<file path="src/rtl/olseq_pkg.sv">
package olseq_pkg;
   typedef enum logic [2:0] {
      ST_IDLE  = 3'd0,
      ST_SOFT  = 3'd1,
      ST_RUN   = 3'd2,
      ST_REST  = 3'd3,
      ST_RETRY = 3'd4
   } seq_state_t;
endpackage

</file>
<file path="src/rtl/olseq_timer.sv">
module olseq_timer #(
   parameter int CW = 8
) (
   input  logic          clk,
   input  logic          rst_n,
   input  logic          ld,
   input  logic [CW-1:0] ld_val,
   output logic          expired
);
   logic [CW-1:0] cnt;

   always_ff @(posedge clk or negedge rst_n) begin
      if (!rst_n)              cnt <= '0;
      else if (ld)             cnt <= ld_val;
      else if (cnt != '0)      cnt <= cnt - 1'b1;
   end

   assign expired = (cnt == '0);

   // counter parks at zero rather than wrapping (supports R3, R4)
   p_cnt_park_r4: assert property (@(posedge clk) disable iff (!rst_n)
      (!ld && cnt == '0) |=> (cnt == '0));
endmodule

</file>
<file path="src/rtl/olseq_thermal.sv">
module olseq_thermal (
   input  logic clk,
   input  logic rst_n,
   input  logic hot_i,
   input  logic cool_i,
   output logic otf_o
);
   always_ff @(posedge clk or negedge rst_n) begin
      if (!rst_n)                otf_o <= 1'b0;
      else if (hot_i)            otf_o <= 1'b1;
      else if (cool_i)           otf_o <= 1'b0;
   end

   p_otf_hold_r11: assert property (@(posedge clk) disable iff (!rst_n)
      (otf_o && !cool_i) |=> otf_o);
endmodule

</file>
<file path="src/rtl/overload_seq.sv">
module overload_seq
   import olseq_pkg::*;
#(
   parameter int SS_CYC = 1024,
   parameter int T_OFF  = 900000,
   parameter int T_ON   = 20000
) (
   input  logic clk,
   input  logic rst_n,
   input  logic en_i,
   input  logic static_i,
   input  logic ovc_i,
   input  logic hot_i,
   input  logic cool_i,
   output logic pwr_en_o,
   output logic ilim_o,
   output logic olf_o,
   output logic otf_o
);
   localparam int MAX_A = (SS_CYC > T_OFF) ? SS_CYC : T_OFF;
   localparam int MAX_C = (MAX_A > T_ON) ? MAX_A : T_ON;
   localparam int CW    = $clog2(MAX_C) + 1;
   localparam logic [CW-1:0] SS_LD  = CW'(SS_CYC - 1);
   localparam logic [CW-1:0] OFF_LD = CW'(T_OFF - 1);
   localparam logic [CW-1:0] ON_LD  = CW'(T_ON - 1);

   generate
      if (SS_CYC < 1) begin : g_bad_ss
         $error("SS_CYC must be at least 1");
      end
      if (T_OFF < 1) begin : g_bad_off
         $error("T_OFF must be at least 1");
      end
      if (T_ON < 1) begin : g_bad_on
         $error("T_ON must be at least 1");
      end
   endgenerate

   seq_state_t    st, st_nx;
   logic          olf_nx, seen, seen_nx;
   logic          ld;
   logic [CW-1:0] ld_val;
   logic          expired;

   olseq_timer #(.CW(CW)) u_timer (
      .clk(clk), .rst_n(rst_n), .ld(ld), .ld_val(ld_val), .expired(expired)
   );

   olseq_thermal u_therm (
      .clk(clk), .rst_n(rst_n), .hot_i(hot_i), .cool_i(cool_i), .otf_o(otf_o)
   );

   always_comb begin
      st_nx   = st;
      olf_nx  = olf_o;
      seen_nx = seen;
      ld      = 1'b0;
      ld_val  = '0;
      if (!en_i) begin
         st_nx  = ST_IDLE;
         olf_nx = 1'b0;
      end else begin
         unique case (st)
            ST_IDLE: begin
               st_nx  = ST_SOFT;
               ld     = 1'b1;
               ld_val = SS_LD;
               olf_nx = 1'b0;
            end
            ST_SOFT: begin
               olf_nx = 1'b0;
               if (expired) st_nx = ST_RUN;
            end
            ST_RUN: begin
               if (static_i) begin
                  olf_nx = ovc_i;
               end else if (ovc_i) begin
                  st_nx  = ST_REST;
                  ld     = 1'b1;
                  ld_val = OFF_LD;
                  olf_nx = 1'b1;
               end else begin
                  olf_nx = 1'b0;
               end
            end
            ST_REST: begin
               if (static_i) begin
                  st_nx  = ST_RUN;
                  olf_nx = ovc_i;
               end else if (expired) begin
                  st_nx   = ST_RETRY;
                  ld      = 1'b1;
                  ld_val  = ON_LD;
                  seen_nx = 1'b0;
               end
            end
            ST_RETRY: begin
               if (static_i) begin
                  st_nx  = ST_RUN;
                  olf_nx = ovc_i;
               end else if (expired) begin
                  if (seen || ovc_i) begin
                     st_nx  = ST_REST;
                     ld     = 1'b1;
                     ld_val = OFF_LD;
                  end else begin
                     st_nx  = ST_RUN;
                     olf_nx = 1'b0;
                  end
               end else if (ovc_i) begin
                  seen_nx = 1'b1;
               end
            end
            default: st_nx = ST_IDLE;
         endcase
      end
   end

   always_ff @(posedge clk or negedge rst_n) begin
      if (!rst_n) begin
         st    <= ST_IDLE;
         olf_o <= 1'b0;
         seen  <= 1'b0;
      end else begin
         st    <= st_nx;
         olf_o <= olf_nx;
         seen  <= seen_nx;
      end
   end

   assign pwr_en_o = !otf_o && (st == ST_SOFT || st == ST_RUN || st == ST_RETRY);
   assign ilim_o   = (st == ST_RETRY) || (st == ST_RUN && static_i);

   p_trip_r3: assert property (@(posedge clk) disable iff (!rst_n)
      (en_i && st == ST_RUN && !static_i && ovc_i) |=> (olf_o && !pwr_en_o));
   p_soft_quiet_r2: assert property (@(posedge clk) disable iff (!rst_n)
      (st == ST_SOFT) |-> !olf_o);
   p_static_follow_r7: assert property (@(posedge clk) disable iff (!rst_n)
      (en_i && static_i && st == ST_RUN) |=> (olf_o == $past(ovc_i)));
   p_disable_r10: assert property (@(posedge clk) disable iff (!rst_n)
      !en_i |=> (!olf_o && !pwr_en_o));
   p_hot_off_r11: assert property (@(posedge clk) disable iff (!rst_n)
      hot_i |=> (otf_o && !pwr_en_o));
   p_rest_flag_r5: assert property (@(posedge clk) disable iff (!rst_n)
      (st == ST_REST) |-> olf_o);
endmodule

</file>
<file path="config.mk">
export PLATFORM = sky130hd
export DESIGN_NAME = overload_seq
export DESIGN_NICKNAME = d
export VERILOG_FILES = /design/src/rtl/olseq_pkg.sv /design/src/rtl/olseq_timer.sv /design/src/rtl/olseq_thermal.sv /design/src/rtl/overload_seq.sv
export SDC_FILE = /design/constraint.sdc
export NUM_CORES = 1
export LEC_CHECK = 0
export ABC_CLOCK_PERIOD_IN_PS = 2200
export BUFFER_PORTS_ARGS = -buffer_cell sky130_fd_sc_hd__buf_2
export CORE_ASPECT_RATIO = 0.6
export CORE_MARGIN = 1.5
export CORE_UTILIZATION = 30
export DETAILED_ROUTE_END_ITERATION = 6
export PLACE_DENSITY = 0.5
export SYNTH_ARGS = -nofsm -noshare
export SYNTH_HDL_FRONTEND = slang
export SYNTH_SLANG_ARGS = --single-unit
</file>
<file path="constraint.sdc">
create_clock -name clk -period 2.2 [get_ports clk]
set_clock_uncertainty 0.2 [all_clocks]
set_input_delay 0.22 -clock clk [delete_from_list [all_inputs] [get_ports clk]]
set_output_delay 0.22 -clock clk [all_outputs]
set_load 0.01 [all_outputs]
</file>
==> summary.txt, run 1 <==
Global route
  • Antenna violations before repair: 0
  • Vias in the first global route: 1443
  • All-Layer GR Usage: 0.158
  • Largest net degree at the start of global routing: 28
  • Grt ovf: 0
  • First-pass GRT wire length: 7020 um

Logic synthesis
  • Async S/R FF share, synth: 1.00
  • Leading area contributor after synthesis: dfrtp_1
  • Top FF cell, synth: dfrtp_1
  • Post-synthesis net count: 185
  • Ranking of synthesized cells by area: dfrtp_1, o21ai_0, nand2_1
  • Ys Warns: 0
  • Synthesized area: 1590 um2
  • Synthesized flop and latch total: 27
  • Unique masters post-synth: 44
  • Mapped Cells: approximately 180
  • Mean Syn Cell Area: approximately 9 um2
  • Sequential cell area fraction in the yosys report: 0.426
  • Most numerous cell in the Yosys netlist: dfrtp_1
  • Synth top area share: 0.426
  • Post-synth top cells: dfrtp_1, nand2_1, o21ai_0, nor2_1, xnor2_1
  • EDFF count, synth: 0

Die
  • Num rows: 20
  • Starting density of the core: 0.312
  • Die ar.: 5740 um2
  • Die W: approximately 97 um
  • Core region area: ~5100 um2
  • Die height: 59.3 um
  • Top-Level Pins: 11

Layout
  • Final #Nets: around 240
  • Layout Area Growth over Synthesis: 39.7%
  • Share of layout cells above drive strength 1: 0.358
  • N_diodes: 0
  • Final core occ: 0.436

Timing
  • Hold Slack: 0.0881 ns
  • Setup TNS: -0.0664 ns
  • Least-Margin Pin Slew: 0.657 ns
  • Final setup viols: 1
  • Slew Limit Fails: 0
  • Fmax: 0.441 GHz
  • Period minus WS final: 2.27 ns
  • Setup WS post-layout: -0.0664 ns
  • Period utilisation layout: 1.03
  • Final-report hold violation count: 0
  • RSZ-0062 raised after global routing: yes
  • Worst rel slew slack: 0.562

Status
  • Outcome: complete, but fails checks
  • Failing checks: setup timing

Critical path
  • Critical R2R Launch: u_timer.cnt[0]
  • Max incr delay on CP: 0.51 ns
  • CP Launch Type: flip-flop
  • Reg2Reg Capture Point: u_timer.cnt[17]
  • Worst path slowest cell: or4_4
  • CP Capture Type: flip-flop
  • CP required: between 2 and 2.5 ns
  • Setup crit start: u_timer.cnt[0]
  • Worst Reg-to-Reg Cells: 6
  • Arr. time, crit path: between 2 and 2.5 ns
  • R2R setup slack: -0.07 ns
  • Worst Path Max Fanout: 3
  • Kind of critical path: reg -> reg
  • Crit path cell chain: buf_4 -> nor4_2 -> nand4b_1 -> or4_4 -> or3_4 -> a21oi_2

Hold path
  • WHS Path Cells: 3
  • Hold_sp: ovc_i
  • Hold worst-path end: seen
  • Worst Hold Class: in -> reg

Detailed routing
  • Drt drc: 0
  • Pre-Repair DR Iteration Count: 4
  • Mean number of vias per cell: 5.04
  • DR vias: roughly 1500
  • Initial DRC Count: 69
  • Post-route ant nets: 0
  • Wire per inst: 14.7 um
  • Final wirelength: 4330 um

Placement
  • Post-Place Worst Slack: -0.140 ns
  • IO Port Bufs: 10
  • Hpwl dp: a little over 3000 um
  • Placer Congestion: between 0.8 and 0.9

CTS
  • Clock Latency Late Sink: 0.28 ns
  • Num CTS Buffers: 3
  • CTS Root Cell: clkbuf_8
  • CTS tree: done
  • Clk buf depth: 2
  • Clock Pin Slew Worst Setup and Hold Paths: 0.09 ns
  • # clock sinks: 27
  • H-Tree Depth: 1

Power
  • Clk pwr share: 0.168
  • VDD IR-drop max: 0.000283 V
  • P_int: 0.00109 W
  • Leakage: 0.944 nW
  • Power share of the combinational group: 0.451
  • PD cells: just under 800 nW/um2
  • Power, Total: about 0.0017 W
  • NetSw: 0.000641 W
  • Sequential Power Share: 0.381
  • Switching Fraction: 0.370

Flow run
  • Maxcap violations: 0
state kept, by name, summed over array words and instances (netlist names):
register       flops
u_timer.cnt       21
st                 3
olf_o              1
seen               1
u_therm.otf_o      1
logic make-up (layout without fill, tap and decap cells):
| kind of cell | after synthesis | in the layout | synth area share |
|---|---|---|---|
| mux | 1 | 1 | 0.00710 |
| simple gates | 77 | 77 | 0.271 |
| flops | 27 | 27 | 0.426 |
| compound gates | 42 | 42 | 0.163 |
| buf+inv | 12 | 64 | 0.0308 |
| xor+xnor | 17 | 17 | 0.0939 |
| fa+ha+maj | 1 | 1 | 0.00789 |
power groups by stage:
stage / sequential [W] / combinational [W] / clock (W)
floorplan: 0.000652 / 0.000356 / 0
global placement: 0.000659 / 0.000661 / 0
detailed placement: 0.000653 / 0.000660 / 0
CTS: 0.000651 / 0.000678 / 0.000302
global route: 0.000672 / 0.000868 / 0.000317
finish: 0.000661 / 0.000781 / 0.000291
per-layer routing:
| layer | wire (um) | vias to the layer above | GRT usage | share of wire |
|---|---|---|---|---|
| li1 | - | 734 | - | - |
| met2 | 1690 | 45 | 0.225 | 0.39 |
| met1 | 2380 | 697 | 0.239 | 0.55 |
| met5 | 0 | - | 0 | 0 |
| met3 | 202 | 10 | 0.0389 | 0.047 |
| met4 | 62 | 0 | 0.0352 | 0.014 |
critical path, delay by kind of cell (launching register included):
family                 cells  cell delay (ns)
buffers and inverters      1             0.15
AND/OR/NAND/NOR            4             1.33
flip-flops                 1             0.40
AO/OA/AOI/OAI              1             0.13
worst max path at each step:
stage / depth (start not counted) / to
2_1_floorplan: 8 / st[1]
3_3_place_gp: 6 / u_timer.cnt[17]
3_5_place_dp: 7 / u_timer.cnt[14]
4_1_cts: 6 / u_timer.cnt[17]
5_1_grt: 6 / u_timer.cnt[17]
6_report: 6 / u_timer.cnt[17]
layout make-up:
cell class	instances	area, um2
tap	66	82.6
multi-input combinational	138	990
clock buffer	4	45.0
inverter	6	22.5
sequential	27	676
timing repair buffer	54	399
fill	507	2870
per-stage QoR:
| step | instances | cell area [um2] |
|---|---|---|
| floorplan | 177 | 1590 |
| global placement | 283 | 1960 |
| detailed placement | 283 | 1960 |
| CTS | 293 | 2080 |
| global route | 295 | 2210 |
| finish | 295 | 2210 |
repair_timing:
| action | 4_1_cts | 5_1_grt |
|---|---|---|
| hold buffers | 3 | 0 |
| endpoints found under the setup margin | 21 | 24 |
| endpoints found under the hold margin | 28 | 0 |
| pin swaps | 0 | 8 |
| setup buffers | 3 | 2 |
| resized for setup | 5 | 30 |
layout by cell type, fill, tap and decap left out, types with 8 or more instances in the layout:
cell      n
buf_4    38
dfrtp_1  27
nand2_1  20
nor2_1   14
o21ai_0  14
buf_2    10
xnor2_1   9
xor2_1    8
Power figures use the tool's default switching activity.
==> run 2: changes to the inputs <==
--- a/config.mk
+++ b/config.mk
@@ -5,13 +5,14 @@
 export SDC_FILE = /design/constraint.sdc
 export NUM_CORES = 1
 export LEC_CHECK = 0
+export ABC_AREA = 1
 export ABC_CLOCK_PERIOD_IN_PS = 2200
 export BUFFER_PORTS_ARGS = -buffer_cell sky130_fd_sc_hd__buf_2
 export CORE_ASPECT_RATIO = 0.6
 export CORE_MARGIN = 1.5
 export CORE_UTILIZATION = 30
 export DETAILED_ROUTE_END_ITERATION = 6
-export PLACE_DENSITY = 0.5
+export PLACE_DENSITY = 0.44
 export SYNTH_ARGS = -nofsm -noshare
 export SYNTH_HDL_FRONTEND = slang
 export SYNTH_SLANG_ARGS = --single-unit
==> run 2 against run 1 <==
The run now ends clean. Worst setup slack improved by 0.29 ns. Synthesized area rose by 15%. Combinational power rose by 20%. Routed wire length rose by 9.8%. Sequential share of layout area rose by 2.0 points. Final area fell by 6.2%. Register-to-register slack improved by 0.29 ns. Non-clock buffer count fell by 37. Global-route usage fell by 0.053 points. Sequential power rose by 16%. Utilization fell by 7.3 points. Die area rose by 15%. Largest cell class unchanged.
==> summary.txt, run 2 <==
Logic synthesis
  • Most numerous cell in the Yosys netlist: nand2_1
  • Ranking of synthesized cells by area: dfrtp_1, nand2_1, inv_1
  • Sequential cell area fraction in the yosys report: 0.369
  • Synthesized flop and latch total: 27
  • Post-synth top cells: nand2_1, inv_1, nor2_1, dfrtp_1, nand3_1
  • Ys Warns: 0
  • Mean Syn Cell Area: 7.18 um2
  • Post-synthesis net count: between 200 and 300
  • Synthesized area: about 1800 um2
  • Synth top area share: 0.369
  • Top FF cell, synth: dfrtp_1
  • Async S/R FF share, synth: 1.00
  • Mapped Cells: about 260
  • Unique masters post-synth: 29
  • EDFF count, synth: 0
  • Leading area contributor after synthesis: dfrtp_1

Critical path
  • Most common cell on crit path: nand2_1
  • CP Capture Type: flip-flop
  • CP required: roughly 2.2 ns
  • CP Launch Type: flip-flop
  • Worst path slowest cell: dfrtp_1
  • Arr. time, crit path: around 2 ns
  • Crit path cell chain: nor2_2 -> nand2_1 -> nor2_4 -> nand3_4 -> nand2_1 -> inv_1 -> or2_0 -> o21ai_1 -> nand2_1
  • Kind of critical path: reg -> reg
  • CP delay by family, top: simple AND/OR/NAND/NOR gates
  • Max incr delay on CP: 0.45 ns
  • Worst Path Max Fanout: 12
  • R2R setup slack: 0.22 ns
  • CP Buf/Inv Count: 1

Die
  • Die ar.: around 6600 um2
  • Top-Level Pins: 11
  • Die height: between 60 and 70 um
  • Die W: 104 um
  • Num rows: 21
  • Core region area: about 5700 um2
  • Starting density of the core: 0.320

Timing
  • Period utilisation layout: 0.900
  • Fmax: 0.505 GHz
  • Setup TNS: 0 ns
  • Setup WS post-layout: 0.220 ns
  • Period minus WS final: ~2.0 ns
  • Final setup viols: 0
  • Slew Limit Fails: 0
  • Final-report hold violation count: 0
  • RSZ-0062 raised after global routing: no
  • Least-Margin Pin Slew: approximately 0.63 ns
  • Worst rel slew slack: 0.580

Status
  • Outcome: complete, no violations

Layout
  • N_diodes: 0
  • Top flop regs: u_timer.cnt x21, st x3
  • Max reg flops: 21
  • Largest register by flop count: u_timer.cnt
  • Commonest non-fill, non-tap cell in the layout: nand2_1
  • Final core occ: 0.363
  • Final std cells w/o fill: 355
  • Layout Area Growth over Synthesis: 13.5%
  • Final #Nets: around 280
  • Most frequent cells in the layout: nand2_1, inv_1, nor2_1
  • Multi-input gate area: ~980 um2
  • Cell area after layout: 2080 um2
  • Sequential Area: 676 um2
  • Filler cells: between 600 and 700
  • Share of layout cells above drive strength 1: 0.164

Detailed routing
  • Initial DRC Count: 134
  • Final wirelength: 4750 um
  • Post-route ant nets: 0
  • Mean number of vias per cell: around 4.7
  • Drt drc: 0
  • Wire per inst: 13.4 um
  • DR vias: 1654
  • Pre-Repair DR Iteration Count: 4

Power
  • Leakage: 1.09 nW
  • VDD IR-drop max: 0.000317 V
  • PD cells: roughly 960 nW/um2

Global route
  • Antenna violations before repair: 0
  • All-Layer GR Usage: 0.157
  • Largest net degree at the start of global routing: 28
  • First-pass GRT wire length: 8010 um
  • Vias in the first global route: 1549
  • Grt ovf: 0

Placement
  • Post-Place Worst Slack: ~0.23 ns
  • IO Port Bufs: 10
  • Hpwl dp: between 3000 and 4000 um
  • Area of placed instances: 2000 um2
  • Post-placement cell count: about 350
  • Placer Congestion: 0.945

Flow run
  • Maxcap violations: 0

Hold path
  • Worst Hold Class: in -> reg

CTS
  • CTS tree: done
  • Clock Latency Late Sink: 0.27 ns
  • Num CTS Buffers: 3
  • Clock Pin Slew Worst Setup and Hold Paths: 0.09 ns
  • # clock sinks: 27
  • Clk buf depth: 2
  • H-Tree Depth: 1
  • CTS Root Cell: clkbuf_8
## run 2: cell count changes after synthesis, sizes merged, moves of 8 or more
cell | before | now
inv | 6 | 45
nand2 | 21 | 65
nand3 | 2 | 22
nand4 | 0 | 8
nor2 | 15 | 44
xnor2 | 9 | 1
## run 2: per-layer routing
metal | wire length [um] | track usage | up-vias
li1 | - | - | 853
met1 | 2930 | 0.272 | 760
met2 | 1570 | 0.186 | 39
met3 | 226 | 0.0352 | 2
met4 | 24 | 0.0208 | 0
met5 | 0 | 0 | -
## run 2: logic make-up (layout without fill, tap and decap cells)
family,count (synthesis),after routing,synth area share
AO/OA/AOI/OAI,29,29,0.0930
adder cells (fa/ha/maj),1,1,0.00683
buffers and inverters,46,66,0.0984
flip-flops,27,27,0.369
AND/OR/NAND/NOR,144,144,0.394
XOR/XNOR,8,8,0.0383
## run 2: path summary, 6_finish.rpt
kind                                start        endpoint  depth (start not counted)
max in group asynchronous           rst_n  u_timer.cnt[1]                          2
min reg2reg                         olf_o           olf_o                          2
min                                 ovc_i           olf_o                          3
max                        u_timer.cnt[9]            seen                          9
min in group asynchronous           rst_n            seen                          2
max reg2reg                u_timer.cnt[9]            seen                          9
## run 2: through the flow
step                power, W  hold slack (ns)
floorplan            0.00144           -0.276
global placement     0.00174           0.0894
detailed placement   0.00170           0.0886
CTS                  0.00200           0.0470
global route         0.00220           0.0706
finish               0.00199           0.0514
## run 2: layout make-up
class | count | area share
Timing Repair Buffer | 17 | 0.0530
Multi-Input combinational cell | 182 | 0.470
Sequential cell | 27 | 0.325
Tap cell | 80 | 0.0482
Clock buffer | 4 | 0.0217
Inverter | 45 | 0.0813
## run 2: tightest hold or removal path: stages
cell and delay [ns]:
buf_2 0.11, nand3_1 0.09, o21ai_1 0.07
## run 2: timing repair
action | CTS | global route
hold buffers | 3 | 0
resized for setup | 0 | 1
setup endpoints to repair | 0 | 1
buffers inserted | 0 | 0
hold endpoints to repair | 28 | 0
## run 2: power by group
part	switching, W	leakage (nW)	internal, W
clock network	0.000157	0.0228	0.000130
registers	0.000133	0.320	0.000636
logic	0.000617	0.750	0.000322
